$ cat config.mk
export PLATFORM = sky130hd
export DESIGN_NAME = sprmove_unit
export DESIGN_NICKNAME = d
export VERILOG_FILES = /design/src/rtl/sprmove_pkg.sv /design/src/rtl/sprmove_decode.sv /design/src/rtl/sprmove_spr_bank.sv /design/src/rtl/sprmove_cr.sv /design/src/rtl/sprmove_unit.sv
export SDC_FILE = /design/constraint.sdc
export NUM_CORES = 1
export LEC_CHECK = 0
export ABC_AREA = 0
export BUFFER_PORTS_ARGS = -buffer_cell sky130_fd_sc_hd__buf_2
export CORE_ASPECT_RATIO = 1.25
export CORE_MARGIN = 2
export CORE_UTILIZATION = 62
export DETAILED_ROUTE_END_ITERATION = 10
export GPL_TIMING_DRIVEN = 0
export PLACE_DENSITY = 0.85
export SYNTH_ARGS = -nofsm -noshare
export SYNTH_HDL_FRONTEND = slang
export SYNTH_SLANG_ARGS = --single-unit
$ cat constraint.sdc
create_clock -name clk_i -period 2.1 [get_ports clk_i]
set_input_delay 0.42 -clock clk_i [delete_from_list [all_inputs] [get_ports clk_i]]
set_output_delay 0.42 -clock clk_i [all_outputs]
set_load 0.02 [all_outputs]
$ cat src/rtl/sprmove_pkg.sv
package sprmove_pkg;
  localparam int unsigned XLEN     = 64;
  localparam int unsigned CR_W     = 32;
  localparam int unsigned SPRN_W   = 10;
  localparam int unsigned REG_IDX_W = 5;
  localparam int unsigned N_SPR    = 4;
  localparam int unsigned N_FIELD  = CR_W / 4;

  localparam logic [5:0] PRIMARY_OP = 6'd31;
  localparam logic [9:0] XO_MTSPR   = 10'd467;
  localparam logic [9:0] XO_MFSPR   = 10'd339;
  localparam logic [9:0] XO_MTCRF   = 10'd144;
  localparam logic [9:0] XO_MFCR    = 10'd19;
  localparam logic [SPRN_W-1:0] TRAP_SPRN = 10'd13;

  typedef enum logic [2:0] {
    OP_NONE, OP_MTSPR, OP_MFSPR, OP_MTCRF, OP_MFCR
  } op_e;

  function automatic logic [SPRN_W-1:0] spr_id(int unsigned i);
    case (i)
      0:       return 10'd1;
      1:       return 10'd8;
      2:       return 10'd9;
      default: return 10'd256;
    endcase
  endfunction

  function automatic bit spr_is_wide(int unsigned i);
    return i != 3;
  endfunction
endpackage

$ cat src/rtl/sprmove_decode.sv
module sprmove_decode
  import sprmove_pkg::*;
(
  input  logic [31:0]          instr_i,
  input  logic                 valid_i,
  output op_e                  op_o,
  output logic [SPRN_W-1:0]    sprn_o,
  output logic [REG_IDX_W-1:0] reg_idx_o,
  output logic [N_FIELD-1:0]   fxm_o,
  output logic                 trap_o
);
  logic [9:0] xo;
  logic       prim_hit;

  assign xo        = instr_i[10:1];
  assign prim_hit  = valid_i && (instr_i[31:26] == PRIMARY_OP);
  // halves are swapped in the instruction word
  assign sprn_o    = {instr_i[15:11], instr_i[20:16]};
  assign reg_idx_o = instr_i[25:21];
  assign fxm_o     = instr_i[19:12];

  always_comb begin
    op_o = OP_NONE;
    if (prim_hit) begin
      unique case (xo)
        XO_MTSPR: op_o = OP_MTSPR;
        XO_MFSPR: op_o = OP_MFSPR;
        XO_MTCRF: op_o = OP_MTCRF;
        XO_MFCR:  op_o = OP_MFCR;
        default:  op_o = OP_NONE;
      endcase
    end
  end

  assign trap_o = (op_o == OP_MTSPR) && (sprn_o == TRAP_SPRN);
endmodule

$ cat src/rtl/sprmove_spr_bank.sv
module sprmove_spr_bank
  import sprmove_pkg::*;
#(
  parameter int unsigned NUM  = N_SPR,
  parameter int unsigned W    = XLEN,
  parameter int unsigned NW   = SPRN_W
) (
  input  logic          clk_i,
  input  logic          rst_ni,
  input  logic          wr_en_i,
  input  logic [NW-1:0] wr_num_i,
  input  logic [W-1:0]  wr_data_i,
  input  logic [NW-1:0] rd_num_i,
  output logic [W-1:0]  rd_data_o
);
  localparam int unsigned HALF = W / 2;

  logic [W-1:0] rd_vec [NUM];

  for (genvar i = 0; i < NUM; i++) begin : g_spr
    localparam logic [NW-1:0] ID   = NW'(spr_id(i));
    localparam bit            WIDE = spr_is_wide(i);
    logic wr_hit, rd_hit;
    assign wr_hit = wr_en_i && (wr_num_i == ID);
    assign rd_hit = (rd_num_i == ID);

    if (WIDE) begin : g_wide
      logic [W-1:0] q;
      always_ff @(posedge clk_i or negedge rst_ni) begin
        if (!rst_ni)     q <= '0;
        else if (wr_hit) q <= wr_data_i;
      end
      assign rd_vec[i] = rd_hit ? q : '0;
    end else begin : g_narrow
      logic [HALF-1:0] q;
      always_ff @(posedge clk_i or negedge rst_ni) begin
        if (!rst_ni)     q <= '0;
        else if (wr_hit) q <= wr_data_i[HALF-1:0];
      end
      assign rd_vec[i] = rd_hit ? {{(W-HALF){1'b0}}, q} : '0;
    end
  end

  always_comb begin
    rd_data_o = '0;
    for (int i = 0; i < NUM; i++) rd_data_o |= rd_vec[i];
  end
endmodule

$ cat src/rtl/sprmove_cr.sv
module sprmove_cr
  import sprmove_pkg::*;
#(
  parameter int unsigned W  = CR_W,
  parameter int unsigned NF = W / 4
) (
  input  logic          clk_i,
  input  logic          rst_ni,
  input  logic          wr_en_i,
  input  logic [NF-1:0] fxm_i,
  input  logic [W-1:0]  src_i,
  output logic [W-1:0]  cr_o
);
  logic [W-1:0] mask, cr_q;

  for (genvar f = 0; f < NF; f++) begin : g_mask
    assign mask[4*f +: 4] = {4{fxm_i[f]}};
  end

  always_ff @(posedge clk_i or negedge rst_ni) begin
    if (!rst_ni)      cr_q <= '0;
    else if (wr_en_i) cr_q <= (src_i & mask) | (cr_q & ~mask);
  end

  assign cr_o = cr_q;
endmodule

$ cat src/rtl/sprmove_unit.sv
module sprmove_unit
  import sprmove_pkg::*;
(
  input  logic        clk_i,
  input  logic        rst_ni,
  input  logic [31:0] instr_i,
  input  logic        valid_i,
  input  logic [63:0] gpr_rdata_i,
  output logic [63:0] gpr_wdata_o,
  output logic [4:0]  gpr_widx_o,
  output logic        gpr_we_o,
  output logic        trap_o
);
  op_e                  op;
  logic [SPRN_W-1:0]    sprn;
  logic [REG_IDX_W-1:0] reg_idx;
  logic [N_FIELD-1:0]   fxm;
  logic                 trap_req;
  logic [XLEN-1:0]      spr_rd;
  logic [CR_W-1:0]      cr;
  logic                 spr_we, cr_we, res_we;
  logic [XLEN-1:0]      res_data;

  sprmove_decode i_decode (
    .instr_i   (instr_i),
    .valid_i   (valid_i),
    .op_o      (op),
    .sprn_o    (sprn),
    .reg_idx_o (reg_idx),
    .fxm_o     (fxm),
    .trap_o    (trap_req)
  );

  assign spr_we = (op == OP_MTSPR) && !trap_req;
  assign cr_we  = (op == OP_MTCRF);

  sprmove_spr_bank #(.NUM(N_SPR), .W(XLEN), .NW(SPRN_W)) i_spr_bank (
    .clk_i     (clk_i),
    .rst_ni    (rst_ni),
    .wr_en_i   (spr_we),
    .wr_num_i  (sprn),
    .wr_data_i (gpr_rdata_i),
    .rd_num_i  (sprn),
    .rd_data_o (spr_rd)
  );

  sprmove_cr #(.W(CR_W), .NF(N_FIELD)) i_cr (
    .clk_i   (clk_i),
    .rst_ni  (rst_ni),
    .wr_en_i (cr_we),
    .fxm_i   (fxm),
    .src_i   (gpr_rdata_i[CR_W-1:0]),
    .cr_o    (cr)
  );

  always_comb begin
    res_we   = 1'b0;
    res_data = '0;
    case (op)
      OP_MFSPR: begin res_we = 1'b1; res_data = spr_rd; end
      OP_MFCR:  begin res_we = 1'b1; res_data = {{(XLEN-CR_W){1'b0}}, cr}; end
      default:  ;
    endcase
  end

  always_ff @(posedge clk_i or negedge rst_ni) begin
    if (!rst_ni) begin
      gpr_we_o    <= 1'b0;
      gpr_widx_o  <= '0;
      gpr_wdata_o <= '0;
      trap_o      <= 1'b0;
    end else begin
      gpr_we_o    <= res_we;
      gpr_widx_o  <= res_we ? reg_idx : '0;
      gpr_wdata_o <= res_data;
      trap_o      <= trap_req;
    end
  end
endmodule

# Word-level counts from Yosys, hierarchy flattened
# Index checks and enable logic that the tools add are counted.
[classes]
n_eq_ne = 14
n_mux = 9
bitwise_logic = 7
n_reduce_logical = 9
[op_table]
columns = ["op", "n"]
rows = [
  ["$mux 64", 3],
  ["$or 64x64->64", 3],
  ["$pmux 64 s2", 1],
  ["$and 32x32->32", 2],
  ["$mux 32", 1],
  ["$not 32->32", 1],
  ["$or 32x32->32", 1],
  ["$eq 10x4->1 const B", 3],
  ["$eq 10x9->1 const B", 3],
  ["$pmux 3 s4", 1],
  ["$eq 10x1->1 const B", 1],
  ["$eq 10x5->1 const B", 1],
  ["$eq 10x8->1 const B", 1],
  ["$logic_and 1x1->1", 7],
  ["$eq 3x2->1 const B", 2],
  ["$eq 6x5->1 const B", 1],
  ["$mux 5", 1],
  ["$eq 3x1->1 const B", 1],
  ["$eq 3x3->1 const B", 1],
  ["$mux 3", 1],
  ["$reduce_or 2->1", 1],
  ["$logic_not 1->1", 1],
  ["$mux 1", 1],
]
[word_totals]
reg_bits = 327
in_bits = 99
output_inout_bits = 71
elab_cells = 48

# Longest topological paths before layout
# Gate-level depths: netlist of run 1.
[depth]
ltp_word = 8
depth_mapped = 7

# Hierarchy
# A second synthesis of run 1 with hierarchy kept.
[unflattened]
cells_unflattened = 1091
area_unflattened_um2 = 14695.3
[by_module_without_submodules]
columns = ["mod", "n_inst", "cells_each", "area_per_inst_um2", "seq_area_each_um2"]
rows = [
  ["sprmove_spr_bank", 1, 750, 10261.1, 5605.4],
  ["sprmove_unit", 1, 228, 2748.9, 1776.7],
  ["sprmove_cr", 1, 73, 1383.8, 800.8],
  ["sprmove_decode", 1, 40, 301.5, 0.0],
]

# Worst setup path before layout of run 1
# OpenSTA, ideal clock, no wires.
[synth_path]
path_kind = "input -> register"
start = "input instr_i[4]"
end = "register i_spr_bank.g_spr[0].g_wide.q[16]"
setup_time_ns = 0.125
arrival_time_ns = 2.575
t_required_ns = 1.975
slack_ns = -0.600
cell_stages = 6
cell_sequence = "or4b_4 or3_4 buf_6 nor4_4 buf_6 mux2_2"
[synth_via]
elab_chain_len = 8
word_cells_on_any_way = 11
cone_classes = "eq/ne: 5; mux: 2; reduce/logical: 4"
[synth_lines]
columns = ["element", "line", "source"]
rows = [
  ["start, declared", "sprmove_unit.sv:6", "input logic [31:0] instr_i,"],
  ["$eq 10x5->1 (tied with other cells)", "sprmove_decode.sv:25", "unique case (xo)"],
  ["$pmux 3 s4 *", "sprmove_decode.sv:25", ""],
  ["$mux 3 *", "sprmove_decode.sv:24", "if (prim_hit) begin"],
  ["$eq 3x1->1 *", "sprmove_decode.sv:35, sprmove_unit.sv:34", ""],
  ["$logic_and 1x1->1", "sprmove_decode.sv:35", "assign trap_o = (op_o == OP_MTSPR) && (sprn_o == TRAP_SPRN);"],
  ["$logic_not 1->1", "sprmove_unit.sv:34", "assign spr_we = (op == OP_MTSPR) && !trap_req;"],
  ["$logic_and 1x1->1 *", "sprmove_unit.sv:34", ""],
  ["$logic_and 1x1->1 *", "sprmove_spr_bank.sv:24", "assign wr_hit = wr_en_i && (wr_num_i == ID);"],
  ["end signal, assigned", "sprmove_spr_bank.sv:31", "else if (wr_hit) q <= wr_data_i;"],
  ["end, declared", "sprmove_spr_bank.sv:28", "logic [W-1:0] q;"],
]
# Mark *: on every way between the ends. The rest lies on a longest branch, timed or not.
# A chain may end at the register's enable or synchronous reset.

# Worst setup path after layout of run 1
[layout_path]
start = "input instr_i[3]"
end = "register i_spr_bank.g_spr[1].g_wide.q[3]"
[layout_via]
elab_chain_len = 8
word_cells_on_any_way = 11
cone_classes = "eq/ne: 5; mux: 2; reduce/logical: 4"
[layout_lines]
columns = ["element", "line"]
rows = [
  ["$eq 10x5->1 (tied with other cells)", "sprmove_decode.sv:25"],
  ["$pmux 3 s4 *", "sprmove_decode.sv:25"],
  ["$mux 3 *", "sprmove_decode.sv:24"],
  ["$eq 3x1->1 *", "sprmove_decode.sv:35, sprmove_unit.sv:34"],
  ["$logic_and 1x1->1", "sprmove_decode.sv:35"],
  ["$logic_not 1->1", "sprmove_unit.sv:34"],
  ["$logic_and 1x1->1 *", "sprmove_unit.sv:34"],
  ["$logic_and 1x1->1 *", "sprmove_spr_bank.sv:24"],
  ["end signal, assigned", "sprmove_spr_bank.sv:31"],
  ["end, declared", "sprmove_spr_bank.sv:28"],
]
# Marks and branches as above.

==> flow_metrics.py, run 1 <==
metrics = {
    "floorplanning": {
        "io_pins": 170,
        "dieArea_sq_um": 23200,
        "fp.coreArea_sq_um": 21500,
        "rows": 60,
        "die_height_um": 170,
        "die_w_um": 137,
        "start_util_pct": 63.4,
    },
    "drt": {
        "ant_nets": 0,
        "drt_first_iter_violations": 708,
        "wl_per_cell_um": 23.9,
        "drt_wl_total_um": 36500,
        "drt-vias-per-instance": 6.21,
        "num_vias": 9495,
        "drc": 0,
        "drtPass1Iterations": 5,
    },
    "power": {
        "p_leak_nw": 8.60,
        "switching_power_mw": 2.77,
        "combPwrFrac_pct": 4.5,
        "p_sw_share_pct": 22.7,
        "irDropWorstVdd_v": 0.000622,
        "total_power_mw": 12.2,
        "power_frac_seq_pct": 51.5,
        "pwr-share-clk_pct": 44.0,
        "powerDensity_nw_per_um2": 703,
        "internal_power_mw": 9.45,
    },
    "logic_synthesis": {
        "synth_nets": 1092,
        "synthCells": 993,
        "synth_fa_ha_area_share_pct": 0,
        "synthArstFlopShare_pct": 100,
        "avgSynthCellArea_sq_um": 13.8,
        "synthFlopType": "dfrtp_1",
        "synth_top_area_share_pct": 59.9,
        "synth_edf_count": 0,
        "synth-simple-area-share_pct": 4.57,
        "synth.top_cells.by_area": "dfrtp_1 (60%), mux2_2 (20%), mux2i_1 (4.7%)",
        "muxShareOfSynthArea_pct": 25.8,
        "synthXorXnorAreaFrac_pct": 0,
        "seq_area_frac_synth_pct": 59.9,
        "yosysTopAreaCell": "dfrtp_1",
        "synth-compound-area-share_pct": 7.39,
        "synth_area_sq_um": 13700,
        "synth_top_family_by_area": "multiplexers",
        "ys_warn_count": 0,
        "ys_ff_latch": 327,
        "synth.distinct_cells": 30,
    },
    "sta": {
        "fin_crit_sh_pct": 106,
        "worst_pin_slew_ns": 1.18,
        "timing.final.ws_setup_ns": -0.116,
        "clock_skew_ns": 0.0106,
        "setup_viol": 162,
        "holdWs_ns": 0.0637,
        "report.final.slew_viol_count": 0,
        "fmax_mhz": 451,
        "slew_headroom_pct": 21.7,
        "finalHoldViolCount": 0,
        "min_period_ns": 2.22,
        "rsz0062_at_grt": "true",
        "finalSetupTns_ns": -8.16,
    },
    "layout": {
        "area_growth_pct": 27.4,
        "final_util_pct": 80.7,
        "final_cell_mix": "dfrtp_1 (327), buf_2 (166), mux2_4 (160)",
        "final_nets": 1324,
        "final_common_cell": "dfrtp_1",
        "drive_above_1_share_pct": 44.0,
    },
    "global_routing": {
        "grt_pass1_vias": 9893,
        "antenna_found_initial": 8,
        "gr-total-overflow": 0,
        "grt_usage_pct": 28.9,
        "grt_start_max_net_pins": 122,
        "grt_pass1_wl_um": 52500,
    },
    "worst_setup_path": {
        "path_class": "in -> reg",
        "start_kind": "primary input",
        "ff2ff_path_depth": 4,
        "r2r_slack_ns": 0.85,
        "max_stage_delay_ns": 0.56,
        "slowest_stage": "or4b_4",
        "timing.rr.start": "i_spr_bank.g_spr[2].g_wide.q[14]",
        "r2r-end": "gpr_wdata_o[14]",
        "crit_chain": "buf_2, or4b_4, or3_4, buf_4, nor4_4, buf_6, clkbuf_16, mux2_4",
        "crit_path_end_kind": "flop",
        "critPathArrivalTime_ns": 2.66,
        "worstPathRequired_ns": 2.54,
        "critPathMaxFanout": 6,
    },
    "clock_network": {
        "clkTransAtPathRegs_ns": 0.06,
        "insertion_delay_ns": 0.56,
        "htree_levels": 1,
        "clock_sinks": 327,
        "numCtsBuffers": 31,
        "cts_root_buffer": "clkbuf_16",
        "cts_tree": "built",
        "cts_buffer_depth": 3,
    },
    "run": {
        "drv_cap": 0,
    },
    "min_path": {
        "hold_class": "in -> reg",
        "min_path_cells": 2,
        "hold_end": "gpr_widx_o[2]",
        "min_from": "instr_i[23]",
    },
    "run_status": {
        "status": "finished, violations left",
        "violations": "negative setup slack",
    },
    "placed_design": {
        "dp_hpwl_um": 21100,
        "portBuffers": 167,
        "place_congestion": 0.855,
    },
}
==> metrics by stage <==
stage / instance area, sq um / instances / setup slack, ns
2_1_floorplan: 14200 / 993 / -0.598
3_3_place_gp: 15400 / 1439 / -5.28
3_5_place_dp: 15500 / 1441 / -1.35
4_1_cts: 16700 / 1505 / -0.0202
5_1_grt: 17400 / 1528 / -0.137
6_report: 17400 / 1530 / -0.116
==> flip-flops by register name, summed over array words and instances (netlist names), named ones only <==
signal and count:
i_spr_bank.g_spr.g_wide.q 192, gpr_widx_o 5, i_spr_bank.g_spr.g_narrow.q 32, gpr_wdata_o 64, trap_o 1, gpr_we_o 1
==> synthesized netlist by cell type, types with 3 or more instances <==
master and instances:
dfrtp_1 327, mux2_2 240, a21oi_1 96, nor2_1 67, mux2i_1 64, clkbuf_1 35, a211oi_1 32, o2bb2ai_1 32
mux2_1 16, nor4_1 13, buf_2 12, buf_1 10, nand2_1 8, buf_6 7, and2_1 5, nand2b_1 4
nand4_1 4, nor4_4 3, or2_2 3
==> routing by layer <==
layer | part of all wire [%] | global-route usage [%] | up-vias
met3 | 6.8 | 5.63 | 95
li1 | - | - | 4069
met2 | 52 | 48.9 | 385
met4 | 2.9 | 9.56 | 4
met1 | 39 | 37.4 | 4942
met5 | 0.068 | 0 | -
==> cell families after synthesis <==
logic type,Yosys count
flops,327
mux,320
compound gates,161
simple gates,119
buf+inv,66
==> power groups by stage <==
stage                     combinational, mW  sequential [mW]  clock [mW]
after floorplan                       0.163             6.42           0
after global placement                0.489             6.42           0
after detailed placement              0.514             6.42           0
after CTS                             0.535             6.30        5.36
after global routing                  0.600             6.29        5.65
final                                 0.553             6.30        5.37
==> layout make-up <==
| type | instances | area, sq um |
|---|---|---|
| Fill cell | 1108 | 4150 |
| Tap cell | 279 | 349 |
| Clock inverter | 9 | 75.1 |
| Multi-Input combinational cell | 600 | 5920 |
| Inverter | 2 | 7.51 |
| Sequential cell | 327 | 8180 |
| Clock buffer | 45 | 878 |
| Buffer | 62 | 541 |
| Antenna cell | 5 | 12.5 |
| Timing Repair Buffer | 201 | 1430 |
==> what timing repair did <==
action,CTS,global route
hold endpoints to repair,86,0
endpoints found under the setup margin,294,293
setup buffers,10,7
pin swaps,4,6
hold buffers,1,0
resized for setup,25,82
gates cloned,0,14
==> worst max-delay path: cells and delay by family <==
kind / cells / cell delay (ns)
simple gates: 3 / 1.22
mux: 1 / 0.31
buf+inv: 4 / 0.71
==> how the worst max path moves through the flow <==
stage                           start                                to  slack [ns]  cells past startpoint
after CTS                  instr_i[4]  i_spr_bank.g_spr[0].g_wide.q[17]       -0.02                      8
final                      instr_i[3]   i_spr_bank.g_spr[1].g_wide.q[3]       -0.12                      8
after global placement         rst_ni  i_spr_bank.g_spr[1].g_wide.q[18]       -5.28                      1
after detailed placement  instr_i[17]  i_spr_bank.g_spr[2].g_wide.q[60]       -1.35                      6
after floorplan            instr_i[4]  i_spr_bank.g_spr[0].g_wide.q[16]       -0.60                      6
after global routing       instr_i[4]  i_spr_bank.g_spr[1].g_wide.q[17]       -0.14                      8
Note: power is estimated with default switching activity, not from simulation.
==> inputs of run 2 (changes only) <==
- CORE_MARGIN: 2 -> 3
- CORE_UTILIZATION: 62 -> 52
- PLACE_DENSITY: 0.85 -> 0.77
- clock period: 2.1 -> 2.03 ns (I/O delays scaled with it)
==> flow_metrics.py, run 2 (same netlist as run 1, synthesis figures left out) <==
metrics = {
    "run_status": {
        "status": "finished, violations left",
        "violations": "negative setup slack",
    },
    "global_routing": {
        "grt_start_max_net_pins": 105,
        "antenna_found_initial": 4,
        "gr-total-overflow": 0,
        "grt_pass1_wl_um": 53800,
        "grt_pass1_vias": 9852,
        "grt_usage_pct": 24.0,
    },
    "worst_setup_path": {
        "ff2ff_path_depth": 4,
        "worstPathRequired_ns": 2.46,
        "critPathArrivalTime_ns": 2.69,
        "crit_path_end_kind": "flop",
        "critPathMaxFanout": 6,
        "path_class": "in -> reg",
        "start_kind": "primary input",
    },
    "sta": {
        "fmax_mhz": 444,
        "clock_skew_ns": 0.0107,
        "min_period_ns": 2.25,
        "timing.final.ws_setup_ns": -0.223,
        "setup_viol": 204,
        "report.final.slew_viol_count": 0,
        "finalHoldViolCount": 0,
        "finalSetupTns_ns": -29.67,
        "rsz0062_at_grt": "true",
        "worst_pin_slew_ns": 1.20,
        "slew_headroom_pct": 20.1,
        "fin_crit_sh_pct": 111,
    },
    "clock_network": {
        "clock_sinks": 327,
        "clkTransAtPathRegs_ns": 0.06,
        "cts_tree": "built",
        "numCtsBuffers": 31,
        "cts_buffer_depth": 3,
        "cts_root_buffer": "clkbuf_16",
        "insertion_delay_ns": 0.56,
        "htree_levels": 1,
    },
    "drt": {
        "drt-vias-per-instance": 5.86,
        "drt_wl_total_um": 36000,
        "ant_nets": 0,
        "drt_first_iter_violations": 540,
        "drc": 0,
        "num_vias": 9406,
        "wl_per_cell_um": 22.4,
        "drtPass1Iterations": 5,
    },
    "layout": {
        "finalNonFillerCells": 1606,
        "largest-register": "i_spr_bank.g_spr.g_wide.q",
        "largest_register_ffs": 192,
        "fin_area_sq_um": 17900,
        "final_common_cell": "dfrtp_1",
        "final_nets": 1350,
        "largestRegisters": "i_spr_bank.g_spr.g_wide.q: 192 flops, gpr_wdata_o: 64 flops, i_spr_bank.g_spr.g_narrow.q: 32 flops",
        "area_growth_pct": 31.1,
        "final_cell_mix": "dfrtp_1 (327), mux2_4 (184), buf_2 (165)",
        "drive_above_1_share_pct": 45.4,
        "antenna_cells": 0,
    },
    "floorplanning": {
        "fp.coreArea_sq_um": 25500,
        "die_w_um": 151,
        "dieArea_sq_um": 28300,
        "start_util_pct": 53.5,
        "die_height_um": 187,
        "rows": 65,
        "io_pins": 170,
    },
    "placed_design": {
        "place_congestion": 0.839,
        "dp.cells": 1498,
        "placed_cell_area_sq_um": 15600,
        "dp_hpwl_um": 21600,
        "portBuffers": 167,
        "pre_cts_slack_ns": -1.42,
    },
    "run": {
        "drv_cap": 0,
    },
    "power": {
        "p_leak_nw": 8.79,
        "powerDensity_nw_per_um2": 706,
        "irDropWorstVdd_v": 0.000717,
    },
    "min_path": {
        "hold_class": "in -> reg",
        "min_path_cells": 2,
    },
}
run 2: cell types whose count changed in the layout (fill, tap and decap cells not counted), moves of 5 or more:
cell / delta
mux2_2: -21
buf_4: +13
clkbuf_16: -5
buf_16: +7
mux2_4: +24
diode_2: -5
run 2: worst max-delay path, cell delays in order:
cell and delay (ns):
buf_6 0.09, or4b_4 0.56, or3_4 0.37, buf_12 0.15, nor4_4 0.37, buf_6 0.18
buf_6 0.11, buf_8 0.11, mux2_2 0.33
run 2: routing by layer:
metal | vias to the layer above | wire (um) | part of all wire, % | track usage [%]
li1 | 4103 | - | - | -
met1 | 4879 | 14800 | 41 | 32.3
met2 | 321 | 17800 | 49 | 39.2
met3 | 95 | 2210 | 6.1 | 4.29
met4 | 8 | 1180 | 3.3 | 8.27
met5 | - | 37 | 0.10 | 0
run 2: per-stage QoR:
| stage | utilization [%] | power, mW | hold slack [ns] |
|---|---|---|---|
| CTS | 66.8 | 12.7 | 0.0414 |
| global route | 70.1 | 13.0 | 0.0453 |
| floorplan | - | 6.81 | 0.110 |
| finish | 70.1 | 12.6 | 0.0560 |
| global placement | 60.9 | 7.16 | 0.465 |
| detailed placement | 61.2 | 7.19 | 0.392 |
run 2: path summary, 6_finish.rpt:
path | start | endpoint | slack (ns)
max | instr_i[4] | i_spr_bank.g_spr[0].g_wide.q[21] | -0.22
min | instr_i[24] | gpr_widx_o[3] | 0.06
max reg2reg | i_spr_bank.g_spr[2].g_wide.q[23] | gpr_wdata_o[23] | 0.87
min reg2reg | flop | gpr_wdata_o[8] | 0.48
max in group asynchronous | rst_ni | i_spr_bank.g_spr[1].g_wide.q[37] | 0.74
min in group asynchronous | rst_ni | gpr_wdata_o[21] | 0.39
run 2: cell type report:
class | count | area, sq um
plain buffers | 59 | 515
clock buffers | 49 | 903
clock inverters | 4 | 45.0
fillers | 1700 | 7630
inverters | 2 | 7.51
multi-input cells | 600 | 6020
flip-flops and latches | 327 | 8180
well taps | 335 | 419
repair buffers | 230 | 1810
run 2: what timing repair did:
item	CTS	global route
hold endpoints to repair	63	0
cloned	6	9
resized for setup	33	112
setup endpoints to repair	297	249
pin swaps	10	10
setup buffers	17	27
hold buffers	1	0
run 2: report_power, final:
group / internal (mW) / leakage (nW) / switching [mW]
clock network: 3.14 / 0.465 / 2.40
logic: 0.165 / 3.76 / 0.417
registers: 6.52 / 4.57 / 0.0000644
